## config.mk

```make
export PLATFORM = sky130hd
export DESIGN_NAME = gfir_geo7
export DESIGN_NICKNAME = d
export VERILOG_FILES = /design/src/rtl/gfir_pkg.sv /design/src/rtl/gfir_cmul.sv /design/src/rtl/gfir_comb.sv /design/src/rtl/gfir_pole.sv /design/src/rtl/gfir_geo7.sv
export SDC_FILE = /design/constraint.sdc
export NUM_CORES = 1
export LEC_CHECK = 0
export BUFFER_PORTS_ARGS = -buffer_cell sky130_fd_sc_hd__buf_2
export CAP_MARGIN = 10
export CORE_ASPECT_RATIO = 1.1
export CORE_UTILIZATION = 35
export CTS_CLUSTER_SIZE = 10
export DETAILED_ROUTE_END_ITERATION = 8
export GPL_ROUTABILITY_DRIVEN = 1
export PLACE_DENSITY = 0.54
export SYNTH_ARGS = -nofsm -noshare
export SYNTH_HDL_FRONTEND = slang
export SYNTH_SLANG_ARGS = --single-unit
export TNS_END_PERCENT = 1
```

## constraint.sdc

```tcl
create_clock -name clk -period 6.67 [get_ports clk]
set_input_delay 1.334 -clock clk [delete_from_list [all_inputs] [get_ports clk]]
set_output_delay 1.334 -clock clk [all_outputs]
set_load 0.01 [all_outputs]
```

## src/rtl/gfir_pkg.sv

```systemverilog
package gfir_pkg;

   function automatic longint ipow(longint base, int expo);
      longint r = 1;
      for (int i = 0; i < expo; i++) r = r * base;
      return r;
   endfunction

   // Width of the scaled state: magnitude <= 2^(in_w-1) * len * 2^(len*f), plus sign and margin
   function automatic int acc_width(int in_w, int len, int f);
      return in_w + $clog2(len) + 1 + len * f;
   endfunction

   // Exponent of k when k is a positive power of two, otherwise -1
   function automatic int log2_exact(longint k);
      for (int i = 0; i < 62; i++)
         if ((longint'(1) << i) == k) return i;
      return -1;
   endfunction

   // Largest possible output magnitude at output scale
   function automatic longint peak_mag(int in_w, int len, int f, longint a);
      longint mag = (a < 0) ? -a : a;
      longint s = 0;
      longint ak = 1;
      for (int k = 0; k < len; k++) begin
         s = s + ak * (longint'(1) << ((len - 1 - k) * f));
         ak = ak * mag;
      end
      return s * (longint'(1) << (in_w - 1));
   endfunction

endpackage

```

## src/rtl/gfir_cmul.sv

```systemverilog
module gfir_cmul #(
   parameter int     DW = 12,
   parameter int     RW = 30,
   parameter longint K  = 1
) (
   input  logic signed [DW-1:0] d,
   output logic signed [RW-1:0] p
);
   localparam int SH = gfir_pkg::log2_exact(K);

   if (RW <= DW) begin : g_bad_width
      $error("gfir_cmul: result width must exceed data width");
   end

   logic signed [RW-1:0] d_ext;
   assign d_ext = {{(RW-DW){d[DW-1]}}, d};

   if (SH >= 0) begin : g_shift
      assign p = d_ext <<< SH;
   end else begin : g_mult
      localparam logic signed [RW-1:0] KC = RW'(K);
      assign p = d_ext * KC;
   end
endmodule

```

## src/rtl/gfir_comb.sv

```systemverilog
module gfir_comb #(
   parameter int     IN_W  = 12,
   parameter int     LEN   = 7,
   parameter int     F     = 2,
   parameter longint A_POW = 2187,
   parameter int     ACC_W = 30
) (
   input  logic                    clk,
   input  logic                    rst_n,
   input  logic                    in_valid,
   input  logic signed [IN_W-1:0]  in_data,
   output logic                    w_valid,
   output logic signed [ACC_W-1:0] w_data
);
   localparam int UP = LEN * F;

   logic signed [IN_W-1:0]  tap [LEN];
   logic signed [ACC_W-1:0] cancel;
   logic signed [ACC_W-1:0] x_scaled;

   always_ff @(posedge clk or negedge rst_n) begin
      if (!rst_n) begin
         for (int i = 0; i < LEN; i++) tap[i] <= '0;
      end else if (in_valid) begin
         tap[0] <= in_data;
         for (int i = 1; i < LEN; i++) tap[i] <= tap[i-1];
      end
   end

   gfir_cmul #(.DW(IN_W), .RW(ACC_W), .K(A_POW)) u_zero (
      .d (tap[LEN-1]),
      .p (cancel)
   );

   assign x_scaled = {{(ACC_W-IN_W){in_data[IN_W-1]}}, in_data} <<< UP;

   always_ff @(posedge clk or negedge rst_n) begin
      if (!rst_n) begin
         w_valid <= 1'b0;
         w_data  <= '0;
      end else begin
         w_valid <= in_valid;
         if (in_valid) w_data <= x_scaled - cancel;
      end
   end
endmodule

```

## src/rtl/gfir_pole.sv

```systemverilog
module gfir_pole #(
   parameter int     ACC_W = 30,
   parameter int     F     = 2,
   parameter longint A     = 3
) (
   input  logic                    clk,
   input  logic                    rst_n,
   input  logic                    w_valid,
   input  logic signed [ACC_W-1:0] w_data,
   output logic                    y_valid,
   output logic signed [ACC_W-1:0] y_acc
);
   localparam int A_W = F + 2;
   localparam int RW  = ACC_W + A_W;

   logic signed [RW-1:0]    fb_full;
   logic signed [ACC_W-1:0] fb;
   logic                    fb_unused;

   gfir_cmul #(.DW(ACC_W), .RW(RW), .K(A)) u_fb (
      .d (y_acc),
      .p (fb_full)
   );

   // the state is a multiple of 2^F, so dropping the low bits is exact
   assign fb        = fb_full[F +: ACC_W];
   assign fb_unused = ^{fb_full[RW-1:F+ACC_W], fb_full[F-1:0]};

   always_ff @(posedge clk or negedge rst_n) begin
      if (!rst_n) begin
         y_valid <= 1'b0;
         y_acc   <= '0;
      end else begin
         y_valid <= w_valid;
         if (w_valid) y_acc <= fb + w_data;
      end
   end
endmodule

```

## src/rtl/gfir_geo7.sv

```systemverilog
module gfir_geo7 #(
   parameter int     IN_W  = 12,
   parameter int     LEN   = 7,
   parameter int     F     = 2,
   parameter longint A     = 3,
   parameter longint A_POW = 2187
) (
   input  logic                                                  clk,
   input  logic                                                  rst_n,
   input  logic                                                  in_valid,
   input  logic signed [IN_W-1:0]                                in_data,
   output logic                                                  out_valid,
   output logic signed [gfir_pkg::acc_width(IN_W, LEN, F)-F-1:0] out_data
);
   localparam int ACC_W = gfir_pkg::acc_width(IN_W, LEN, F);

   if (LEN < 2) begin : g_bad_len
      $error("gfir_geo7: LEN must be at least 2");
   end
   if (F < 1) begin : g_bad_frac
      $error("gfir_geo7: F must be at least 1");
   end
   if (A >= (longint'(1) << F) || A <= -(longint'(1) << F)) begin : g_bad_ratio
      $error("gfir_geo7: |A| must be below 2^F");
   end
   if (A_POW != gfir_pkg::ipow(A, LEN)) begin : g_bad_pow
      $error("gfir_geo7: A_POW must equal A^LEN exactly");
   end

   logic                    w_valid;
   logic signed [ACC_W-1:0] w_data;
   logic signed [ACC_W-1:0] y_acc;
   logic                    y_lo_unused;

   gfir_comb #(.IN_W(IN_W), .LEN(LEN), .F(F), .A_POW(A_POW), .ACC_W(ACC_W)) u_comb (
      .clk      (clk),
      .rst_n    (rst_n),
      .in_valid (in_valid),
      .in_data  (in_data),
      .w_valid  (w_valid),
      .w_data   (w_data)
   );

   gfir_pole #(.ACC_W(ACC_W), .F(F), .A(A)) u_pole (
      .clk     (clk),
      .rst_n   (rst_n),
      .w_valid (w_valid),
      .w_data  (w_data),
      .y_valid (out_valid),
      .y_acc   (y_acc)
   );

   assign out_data    = y_acc[ACC_W-1:F];
   assign y_lo_unused = ^y_acc[F-1:0];
endmodule

```

* Word-level counts from Yosys, hierarchy flattened
Cells that the tools add are included.
** Word-level totals
- Flip-flop bits (word level) :: 146
- Input bits :: 15
- Output and inout port bits :: 29
- Word-level logic and storage cells :: 15
** Operators by class
- Add/subtract/negate cells :: 2
- $mul :: 2
** Operator list (count)
- multiplier 30 x 3 -> 32 bit (second input constant) :: 1
- adder 30 bit :: 1
- subtractor 26 x 25 -> 27 bit :: 1
- multiplier 12 x 13 -> 25 bit (second input constant) :: 1

* Logic depth before layout (Yosys ltp)
Gate-level depths: netlist of the first run.
- Depth after elaboration :: 2
- Mapped depth :: 22
- Mapped depth without buffers :: 22

* Cells and area by module
From an unflattened synthesis of the first run, not the netlist that was laid out.
** Second synthesis, totals
- Cells, all modules :: 1320
- Area, all modules :: 12972.4 um^2
** Modules (own cells, without submodules)
- gfir_comb :: instances 1, cells each 440, area each 5446.5 um^2, seq. area each 2877.8 um^2
- gfir_pole :: instances 1, cells each 314, area each 2835.2 um^2, seq. area each 775.7 um^2
- gfir_cmul at u_comb.u_zero :: instances 1, cells each 305, area each 2676.3 um^2, seq. area each 0.0 um^2
- gfir_cmul at u_pole.u_fb :: instances 1, cells each 261, area each 2014.4 um^2, seq. area each 0.0 um^2

* Least setup slack after synthesis of the first run
Ideal clock, no wire load.
- Path kind :: flip-flop to flip-flop
- Start :: register u_comb.tap[11] (netlist bit)
- End :: register u_comb.w_data[23]
- Library setup time :: 125 ps
- Arrival :: 4895 ps
- Data required time :: 6545 ps
- Setup slack :: 1650 ps
- Cell stages (with the launch flop) :: 19
- Buffers on the path :: 0
- Period minus slack after synthesis :: 5020 ps
- Cell sequence :: dfrtp_1 > ha_1 > ha_1 > inv_1 > fa_1 > inv_1 > fa_1 > fa_1 > inv_1 > ha_1 > ha_1 > nand3_1 > a211o_1 > o211a_1 > o31a_1 > o21bai_1 > a21oi_1 > xnor2_1 > mux2_2
** Between the ends
- Longest elaborated chain between the ends :: 2
** RTL lines
- start, declared :: line gfir_comb.sv:17 : logic signed [IN_W-1:0] tap [LEN];
- multiplier 12 x 13 -> 25 bit :: line gfir_cmul.sv:22 : assign p = d_ext * KC;
- subtractor 26 x 25 -> 27 bit :: line gfir_comb.sv:43 : if (in_valid) w_data <= x_scaled - cancel;
- end signal, assigned :: line gfir_comb.sv:43
- end, declared :: line gfir_comb.sv:13 : output logic signed [ACC_W-1:0] w_data
Every way passes these cells.
A chain may end at the register's enable or synchronous reset.

* Worst setup path after layout of the first run
- Start :: register u_comb.tap[11] (netlist bit)
- End :: register u_comb.w_data[24]
The elaborated chain is that of the path after synthesis.

==> impl_metrics.json, run 1 <==
{
  "gp_congestion": 0.850,
  "final_util_pct": 38.5,
  "end_kind": "flip-flop",
  "min_period_ns": 5.36,
  "synth_top_area_share_pct": 30.4,
  "core_um2": 33200,
  "grtUsageMet1_pct": 20.1,
  "yosysSeqAreaShare_pct": 30.4,
  "final.fill_count": 3289,
  "io_pins": 44,
  "wirelength_um": 22700,
  "yosysUniqueCellTypes": 69,
  "fin_skew_ns": 0.0164,
  "path_class": "flip-flop to flip-flop",
  "antennaDiodeCount": 0,
  "io_buffers": 43,
  "syn_area_um2": 11800,
  "grt_util_all_layers_pct": 14.0,
  "synthCells": 1140,
  "vias_per_cell": 4.97,
  "met2_usage_pct": 21.6,
  "globalRouteOverflowTotal": 0,
  "cts_tree": "done",
  "cp_data_required_time_ns": 6.94,
  "hold_viol_final": 0,
  "dp_hpwl_um": 17400,
  "area_growth_pct": 8.48,
  "die_area_um2": 34400,
  "drive_above_1_share_pct": 17.6,
  "relSlewSlack_pct": 36.6,
  "start_kind": "flip-flop",
  "synth_flop_cell": "dfrtp_1",
  "hold_slack_ns": 0.475,
  "synth_nets": 1375,
  "hold_path_class": "flip-flop to flip-flop",
  "synthArstFlopShare_pct": 100,
  "cts-hold-fix-buffers": 0,
  "crit_path_max_fanout": 7,
  "synth.largest_area_cell": "dfrtp_1",
  "cts_resized": 0,
  "cts.sinks": 143,
  "postCtsSetupRepairBufs": 0,
  "maxCapViolations": 0,
  "max_freq_mhz": 187,
  "grt_pass1_vias": 8002,
  "finalMaxSlewViolations": 0,
  "synth_enable_flop_cells": 0,
  "via_count": 7923,
  "dr.pass1.iters": 5,
  "rsz0062_at_grt": "no",
  "drc": 0,
  "yosys-top-cells-area": "dfrtp_1, ha_1, mux2_2",
  "antenna_left": 0,
  "yosysMostFrequentCell": "ha_1",
  "cts.htree.levels": 4,
  "post-route-period-util_pct": 80.3,
  "met3_usage_pct": 1.88,
  "grt_pass1_wl_um": 39100,
  "cp.arrival_ns": 5.63,
  "ys_warn_count": 0,
  "avgSynthCellArea_um2": 10.3,
  "clk_latency_ns": 0.43,
  "clkTransAtPathRegs_ns": 0.07,
  "grt-busiest-layer": "met2",
  "fin_nets": 1384,
  "initial_core_util_pct": 35.5,
  "clockRootBuffer": "clkbuf_16",
  "ys_seq_elements": 143,
  "cts_buffer_depth": 2,
  "status": "complete, no violations",
  "setup_viol": 0,
  "fp.dieW_um": 177,
  "cts_made_buffers": 17,
  "wl_per_cell_um": 14.3,
  "grt_max_degree": 84,
  "core.rowCount": 70,
  "die_h_um": 194,
  "antenna_found_initial": 0,
  "tightest_slew_ns": 0.950,
  "synthTopCellsByCount": "ha_1, dfrtp_1, inv_1, mux2_2, a21oi_1",
  "drtIter0Drc": 448,
  "setup_tns_ns": 0
}
[layer usage]
layer | up-vias | routed length [um]
met5 | - | 0
met4 | 0 | 306
met3 | 20 | 629
met2 | 108 | 10000
met1 | 3756 | 11800
li1 | 4039 | -
[path summary, 6_finish.rpt]
| check | startpoint | end | slack (ns) | cells past startpoint |
|---|---|---|---|---|
| setup / recovery | u_comb.tap[11] | u_comb.w_data[24] | 1.31 | 18 |
| hold / removal | u_comb.tap[15] | u_comb.tap[3] | 0.48 | 2 |
| setup reg to reg | u_comb.tap[11] | u_comb.w_data[24] | 1.31 | 18 |
| hold reg to reg | u_comb.tap[15] | u_comb.tap[3] | 0.48 | 2 |
| max in group asynchronous | rst_n | u_comb.w_data[20] | 4.40 | 2 |
| min in group asynchronous | rst_n | u_comb.tap[64] | 0.95 | 1 |
[per-stage QoR]
step	setup slack [ns]	area, um^2	std cells
floorplan	1.65	11800	1140
global placement	1.37	12200	1562
detailed placement	1.33	12200	1562
CTS	1.30	12800	1593
global route	1.03	12800	1593
finish	1.31	12800	1593
[cell usage in the layout, fill, tap and decap left out, drive strengths merged, types with 7 or more instances in the layout]
master,instances
a211oi,9
a21o,49
a21oi,77
a31oi,11
and3,7
buf,46
clkbuf,18
dfrtp,143
fa,32
ha,188
inv,129
mux2,117
nand2,39
nand2b,8
nand3,16
nor2,44
nor2b,7
nor3,8
o21a,9
o21ai,38
o21bai,18
xnor2,52
xor2,21
[registers in the layout, indices dropped and copies added, names as in the netlist]
register	flops
u_pole.y_valid	1
u_comb.w_data	27
u_comb.tap	84
u_pole.y_acc	30
u_comb.w_valid	1
[worst max-delay path, cell delays in order (launching register included)]
cell	delay, ns
dfrtp_1	0.48
ha_1	0.42
ha_1	0.33
inv_1	0.05
fa_1	0.52
inv_1	0.05
fa_1	0.47
fa_1	0.55
inv_1	0.04
ha_1	0.28
ha_1	0.35
a21o_1	0.20
a21o_1	0.19
a2111oi_2	0.46
nor2_1	0.18
a211oi_2	0.28
a21oi_1	0.13
xnor2_1	0.15
a21oi_1	0.08
[kinds of logic after synthesis]
| family | after synthesis | share of synthesized area (%) |
|---|---|---|
| and+or+nand+nor | 153 | 6.25 |
| muxes | 118 | 11.3 |
| DFF | 143 | 30.4 |
| adders and majority gates | 220 | 25.4 |
| AOI/OAI and AO/OA | 252 | 14.3 |
| xor gates and xnor gates | 74 | 5.62 |
| buffers and inverters | 180 | 6.70 |
[area by class of cell]
class | instances | area (um^2) | share of cell area, %
multi-input cells | 817 | 7400 | 58.0
flip-flops and latches | 143 | 3580 | 28.0
well taps | 432 | 541 | 4.23
inverters | 124 | 465 | 3.64
clock buffers | 18 | 429 | 3.36
repair buffers | 46 | 246 | 1.93
clock inverters | 13 | 105 | 0.823
Power of run 1 is left out: the tool's default activity adds up to more than one toggle a clock period on the data nets, which glitch-free logic cannot reach.
==> inputs of run 2 (changes only) <==
==> constraint.sdc (replaced) <==
create_clock -name clk -period 5 [get_ports clk]
set_input_delay 1 -clock clk [delete_from_list [all_inputs] [get_ports clk]]
set_output_delay 1 -clock clk [all_outputs]
set_load 0.01 [all_outputs]
==> run 2 against run 1 <==
Net effect:
- flip-flop and latch count is the same
- critical path depth unchanged
- first-iteration DRC count shrank 19%
- clock-buffer cell count is the same
- cell count grew 2.2%
- highest routed layer unchanged
==> impl_metrics.json, run 2 (synthesis results as in run 1) <==
{
  "critPathLaunch": "u_comb.tap[10]",
  "globalRouteOverflowTotal": 0,
  "final_cell_mix": "ha_1, dfrtp_1, inv_1, mux2_2, a21oi_1",
  "io_pins": 44,
  "core.rowCount": 70,
  "grt_pass1_wl_um": 39500,
  "vias_per_cell": 4.96,
  "cp_data_required_time_ns": 5.32,
  "largest_reg_flops": 84,
  "fin_nets": 1419,
  "cts.htree.levels": 4,
  "finalMaxSlewViolations": 0,
  "placed_cells": 1591,
  "gp_congestion": 0.845,
  "post-route-period-util_pct": 96.8,
  "clk_latency_ns": 0.43,
  "drtIter0Drc": 363,
  "cts_made_buffers": 17,
  "cts_tree": "done",
  "relSlewSlack_pct": 36.9,
  "rsz0062_at_grt": "yes",
  "final.fill_count": 3233,
  "drc": 0,
  "cts-hold-fix-buffers": 0,
  "crit_path_max_fanout": 4,
  "maxCapViolations": 0,
  "initial_core_util_pct": 35.5,
  "setup_tns_ns": 0,
  "grt_pass1_vias": 8079,
  "status": "complete, no violations",
  "fin_skew_ns": 0.0127,
  "min_period_ns": 4.84,
  "setup_viol": 0,
  "design_area_um2": 13300,
  "dr.pass1.iters": 5,
  "hold_viol_final": 0,
  "clkTransAtPathRegs_ns": 0.07,
  "reg_top3": "u_comb.tap (84), u_pole.y_acc (30), u_comb.w_data (27)",
  "cts_buffer_depth": 2,
  "io_buffers": 43,
  "antennaDiodeCount": 0,
  "die_h_um": 194,
  "wl_per_cell_um": 14.6,
  "finalNonFillerCells": 1628,
  "wirelength_um": 23700,
  "core_um2": 33200,
  "top_register": "u_comb.tap",
  "via_count": 8083,
  "end_kind": "flip-flop",
  "min_from": "u_comb.tap[13]",
  "cts.sinks": 143,
  "timing.rr.start": "u_comb.tap[10]",
  "area_growth_pct": 13.2,
  "die_area_um2": 34400,
  "cp.arrival_ns": 5.16,
  "dp_hpwl_um": 18000,
  "antenna_left": 0,
  "antenna_found_initial": 0,
  "tightest_slew_ns": 0.946,
  "final_common_cell": "ha_1",
  "grt_util_all_layers_pct": 14.3,
  "hold_path_class": "flip-flop to flip-flop",
  "final_util_pct": 40.2,
  "path_class": "flip-flop to flip-flop",
  "drive_above_1_share_pct": 22.8,
  "clockRootBuffer": "clkbuf_16",
  "max_freq_mhz": 207,
  "start_kind": "flip-flop",
  "grt_max_degree": 88,
  "placed_area_um2": 12500,
  "fp.dieW_um": 177
}
run 2: cell type report:
class,count,area [um^2],share of cell area (%)
Clock buffer,18,439,3.30
Clock inverter,13,119,0.892
Multi-Input combinational cell,817,7670,57.6
Sequential cell,143,3580,26.9
Timing Repair Buffer,81,509,3.82
Inverter,124,465,3.49
Tap cell,432,541,4.06
run 2: routing by layer:
layer / GRT usage (%) / vias up / part of all wire (%)
met5: 0 / - / 0
met4: 4.05 / 0 / 1.5
met3: 2.35 / 23 / 2.1
met2: 22.7 / 95 / 46
met1: 19.9 / 3871 / 51
li1: - / 4094 / -
run 2: stage by stage:
| stage | hold WS (ns) | setup slack (ns) |
|---|---|---|
| floorplan | 0.352 | 0.0889 |
| global placement | 0.464 | -0.00139 |
| detailed placement | 0.471 | -0.0474 |
| CTS | 0.486 | -0.0176 |
| global route | 0.519 | -0.0426 |
| finish | 0.484 | 0.162 |
run 2: critical path, cell delays in order, from the launching register on:
cell      delay (ns)
dfrtp_1         0.41
ha_4            0.26
ha_4            0.26
inv_1           0.05
fa_1            0.53
inv_1           0.05
fa_1            0.46
fa_1            0.54
inv_1           0.06
ha_4            0.24
ha_4            0.29
nand3_4         0.09
a211o_1         0.25
o211a_1         0.26
o31a_1          0.34
o21bai_1        0.18
a21oi_2         0.07
xnor2_1         0.12
mux2_2          0.26
run 2: path summary, 6_finish.rpt:
kind                       cells after the start  slack, ns                 to
setup / recovery                              18       0.16  u_comb.w_data[23]
hold / removal                                 2       0.48      u_comb.tap[1]
setup reg to reg                              18       0.16  u_comb.w_data[23]
hold reg to reg                                2       0.48      u_comb.tap[1]
max in group asynchronous                      2       3.42   u_pole.y_acc[22]
min in group asynchronous                      1       0.65     u_comb.tap[49]
run 2: repair_timing:
action | 4_1_cts | 5_1_grt
resized for setup | 2 | 35
setup buffers | 0 | 6
endpoints found under the setup margin | 8 | 19
pin swaps | 4 | 23
cloned | 0 | 0
Power of run 2 is left out for the same reason.
==> inputs of run 3 (changes only) <==
--- a/config.mk
+++ b/config.mk
@@ -5,14 +5,16 @@
 export SDC_FILE = /design/constraint.sdc
 export NUM_CORES = 1
 export LEC_CHECK = 0
+export ABC_AREA = 1
 export BUFFER_PORTS_ARGS = -buffer_cell sky130_fd_sc_hd__buf_2
 export CAP_MARGIN = 10
 export CORE_ASPECT_RATIO = 1.1
-export CORE_UTILIZATION = 35
+export CORE_UTILIZATION = 64
 export CTS_CLUSTER_SIZE = 10
 export DETAILED_ROUTE_END_ITERATION = 8
 export GPL_ROUTABILITY_DRIVEN = 1
-export PLACE_DENSITY = 0.54
+export GPL_TIMING_DRIVEN = 0
+export PLACE_DENSITY = 0.86
 export SYNTH_ARGS = -nofsm -noshare
 export SYNTH_HDL_FRONTEND = slang
 export SYNTH_SLANG_ARGS = --single-unit
==> run 3 against run 2 <==
Net effect:
- utilization is 32 points higher
- clock skew is 0.0025 ns lower
- flip-flop and latch count stayed put
- non-clock buffer count is 21 higher
- first-iteration DRC count is 130% higher
- design area is 3.9% higher
- synthesized area is 7.9% higher
- fmax is 2.7% higher
- worst hold slack worse by 0.0086 ns
- synthesized cell count is 50% higher
- critical endpoint is now u_comb.w_data[28]
- largest cell class unchanged
==> impl_metrics.json, run 3 <==
{
  "die_area_um2": 20400,
  "crit_buf_inv": 4,
  "synthCells": 1709,
  "crit_path_max_fanout": 5,
  "fp.dieW_um": 136,
  "dp_hpwl_um": 28300,
  "maxCapViolations": 0,
  "grt_pass1_wl_um": 56500,
  "min_period_ns": 4.71,
  "final_common_cell": "nand2_1",
  "antennaDiodeCount": 0,
  "wl_per_cell_um": 17.2,
  "area_growth_pct": 9.10,
  "gp_congestion": 0.935,
  "placed_cells": 2000,
  "finalMaxSlewViolations": 0,
  "io_pins": 44,
  "path_class": "flip-flop to flip-flop",
  "cts_resized": 0,
  "core.rowCount": 53,
  "cts_made_buffers": 17,
  "grt_pass1_vias": 11495,
  "finalNonFillerCells": 2032,
  "hold_path_class": "primary input to async pin",
  "syn_area_um2": 12700,
  "drc": 0,
  "crit_cells": 21,
  "crit_family": "adder cells",
  "final.fill_count": 1561,
  "wirelength_um": 35000,
  "synth_flop_cell": "dfrtp_1",
  "crit-reg2reg-capture": "u_comb.w_data[28]",
  "yosysSeqAreaShare_pct": 28.2,
  "largest_reg_flops": 84,
  "cts_tree": "done",
  "synthArstFlopShare_pct": 100,
  "hold_viol_final": 0,
  "fin_nets": 2007,
  "reg2reg_slack_ns": 0.29,
  "initial_core_util_pct": 65.8,
  "avgSynthCellArea_um2": 7.43,
  "grt_max_degree": 101,
  "post-route-period-util_pct": 94.2,
  "antenna_found_initial": 0,
  "cts_buffer_depth": 2,
  "cp.arrival_ns": 5.03,
  "highest_layer": "met4",
  "yosysUniqueCellTypes": 40,
  "ys_seq_elements": 143,
  "cp_slowest_stage_delay_ns": 0.55,
  "cts.htree.levels": 4,
  "drt-met1-wl_um": 14100,
  "reg_top3": "u_comb.tap (84), u_pole.y_acc (30), u_comb.w_data (27)",
  "clk_latency_ns": 0.43,
  "yosys-top-cells-area": "dfrtp_1, ha_1, nand2_1",
  "wl_met3_um": 1300,
  "drive_above_1_share_pct": 7.73,
  "antenna_left": 0,
  "worstPathCellList": "ha_2 -> ha_1 -> inv_1 -> fa_1 -> inv_1 -> fa_1 -> fa_1 -> inv_1 -> ha_1 -> ha_2 -> nand2_1 -> inv_1 -> nand2_1 -> nor2_1 -> nand3_1 -> nand3_1 -> nand2_1 -> nand2_1 -> nand2_1 -> nand3_1 -> nand2_1",
  "die_h_um": 150,
  "status": "complete, no violations",
  "clockRootBuffer": "clkbuf_16",
  "setup_viol": 0,
  "synthTopCellsByCount": "nand2_1, inv_1, ha_1, dfrtp_1, o21ai_0",
  "via_count": 11547,
  "clkTransAtPathRegs_ns": 0.07,
  "cts-hold-fix-buffers": 0,
  "synth_top_area_share_pct": 28.2,
  "final_cell_mix": "nand2_1, inv_1, ha_1, dfrtp_1, o21ai_0",
  "core_um2": 19300,
  "path_common_cell": "nand2_1",
  "vias_per_cell": 5.68,
  "max_freq_mhz": 212,
  "yosysMostFrequentCell": "nand2_1",
  "end_kind": "flip-flop",
  "timing.rr.start": "u_comb.tap[10]",
  "ys_warn_count": 0,
  "relSlewSlack_pct": 53.6,
  "synth_nets": 1944,
  "tightest_slew_ns": 0.696,
  "reg2regPathDepth": 21,
  "globalRouteOverflowTotal": 0,
  "drtIter0Drc": 830,
  "synth.largest_area_cell": "dfrtp_1",
  "cts.sinks": 143,
  "io_buffers": 43,
  "wl_met2_um": 17700,
  "grt_util_all_layers_pct": 36.4,
  "fin_skew_ns": 0.0102,
  "synth_enable_flop_cells": 0,
  "postCtsSetupRepairBufs": 0,
  "placed_area_um2": 13300,
  "setup_tns_ns": 0,
  "start_kind": "flip-flop",
  "dr.pass1.iters": 6,
  "design_area_um2": 13900,
  "rsz0062_at_grt": "no",
  "cp_data_required_time_ns": 5.32,
  "top_register": "u_comb.tap",
  "critPathSlowestCell": "fa_1"
}
[run 3: routing by layer]
layer | global-route usage (%) | vias to the layer above
met3 | 4.23 | 107
met2 | 65.5 | 346
li1 | - | 5637
met5 | 0 | -
met4 | 20.7 | 0
met1 | 41.6 | 5457
[run 3: how the worst max path moves through the flow]
| stage | start | to | slack (ns) |
|---|---|---|---|
| floorplan | u_comb.tap[11] | u_comb.w_data[16] | 0.65 |
| global placement | u_comb.tap[11] | u_comb.w_data[24] | 0.20 |
| detailed placement | u_comb.tap[11] | u_comb.w_data[24] | 0.12 |
| CTS | u_comb.tap[11] | u_comb.w_data[24] | 0.12 |
| global route | u_comb.tap[11] | u_comb.w_data[28] | 0.03 |
| finish | u_comb.tap[10] | u_comb.w_data[28] | 0.29 |
[run 3: layout make-up]
type / count / area, um^2 / area share (%)
repair buffers: 44 / 249 / 1.80
well taps: 247 / 309 / 2.23
flip-flops and latches: 143 / 3580 / 25.8
plain buffers: 58 / 324 / 2.34
multi-input cells: 1265 / 7890 / 56.9
clock inverters: 14 / 161 / 1.17
clock buffers: 18 / 429 / 3.10
inverters: 243 / 912 / 6.59
[run 3: cells by family (layout without fill, tap and decap cells)]
family          count (synthesis)  after routing  synth area share [%]
compound gates                258            258                  10.9
buf+inv                       301            377                  9.74
simple gates                  736            736                  24.1
flops                         143            143                  28.2
xor+xnor                       51             51                  3.52
fa+ha+maj                     220            220                  23.6
[run 3: stage by stage]
stage	worst slack (ns)	hold slack (ns)	utilization, %
floorplan	0.653	0.407	-
global placement	0.203	0.458	68.5
detailed placement	0.119	0.464	68.7
CTS	0.123	0.479	71.7
global route	0.0263	0.498	71.8
finish	0.290	0.475	71.8
[run 3: worst reg2reg max path, delay by kind of cell (launching register included)]
family | cells | cell delay (ns)
fa+ha+maj | 7 | 2.91
simple gates | 10 | 0.99
flops | 1 | 0.46
buf+inv | 4 | 0.23
Power of run 3 is left out for the same reason.
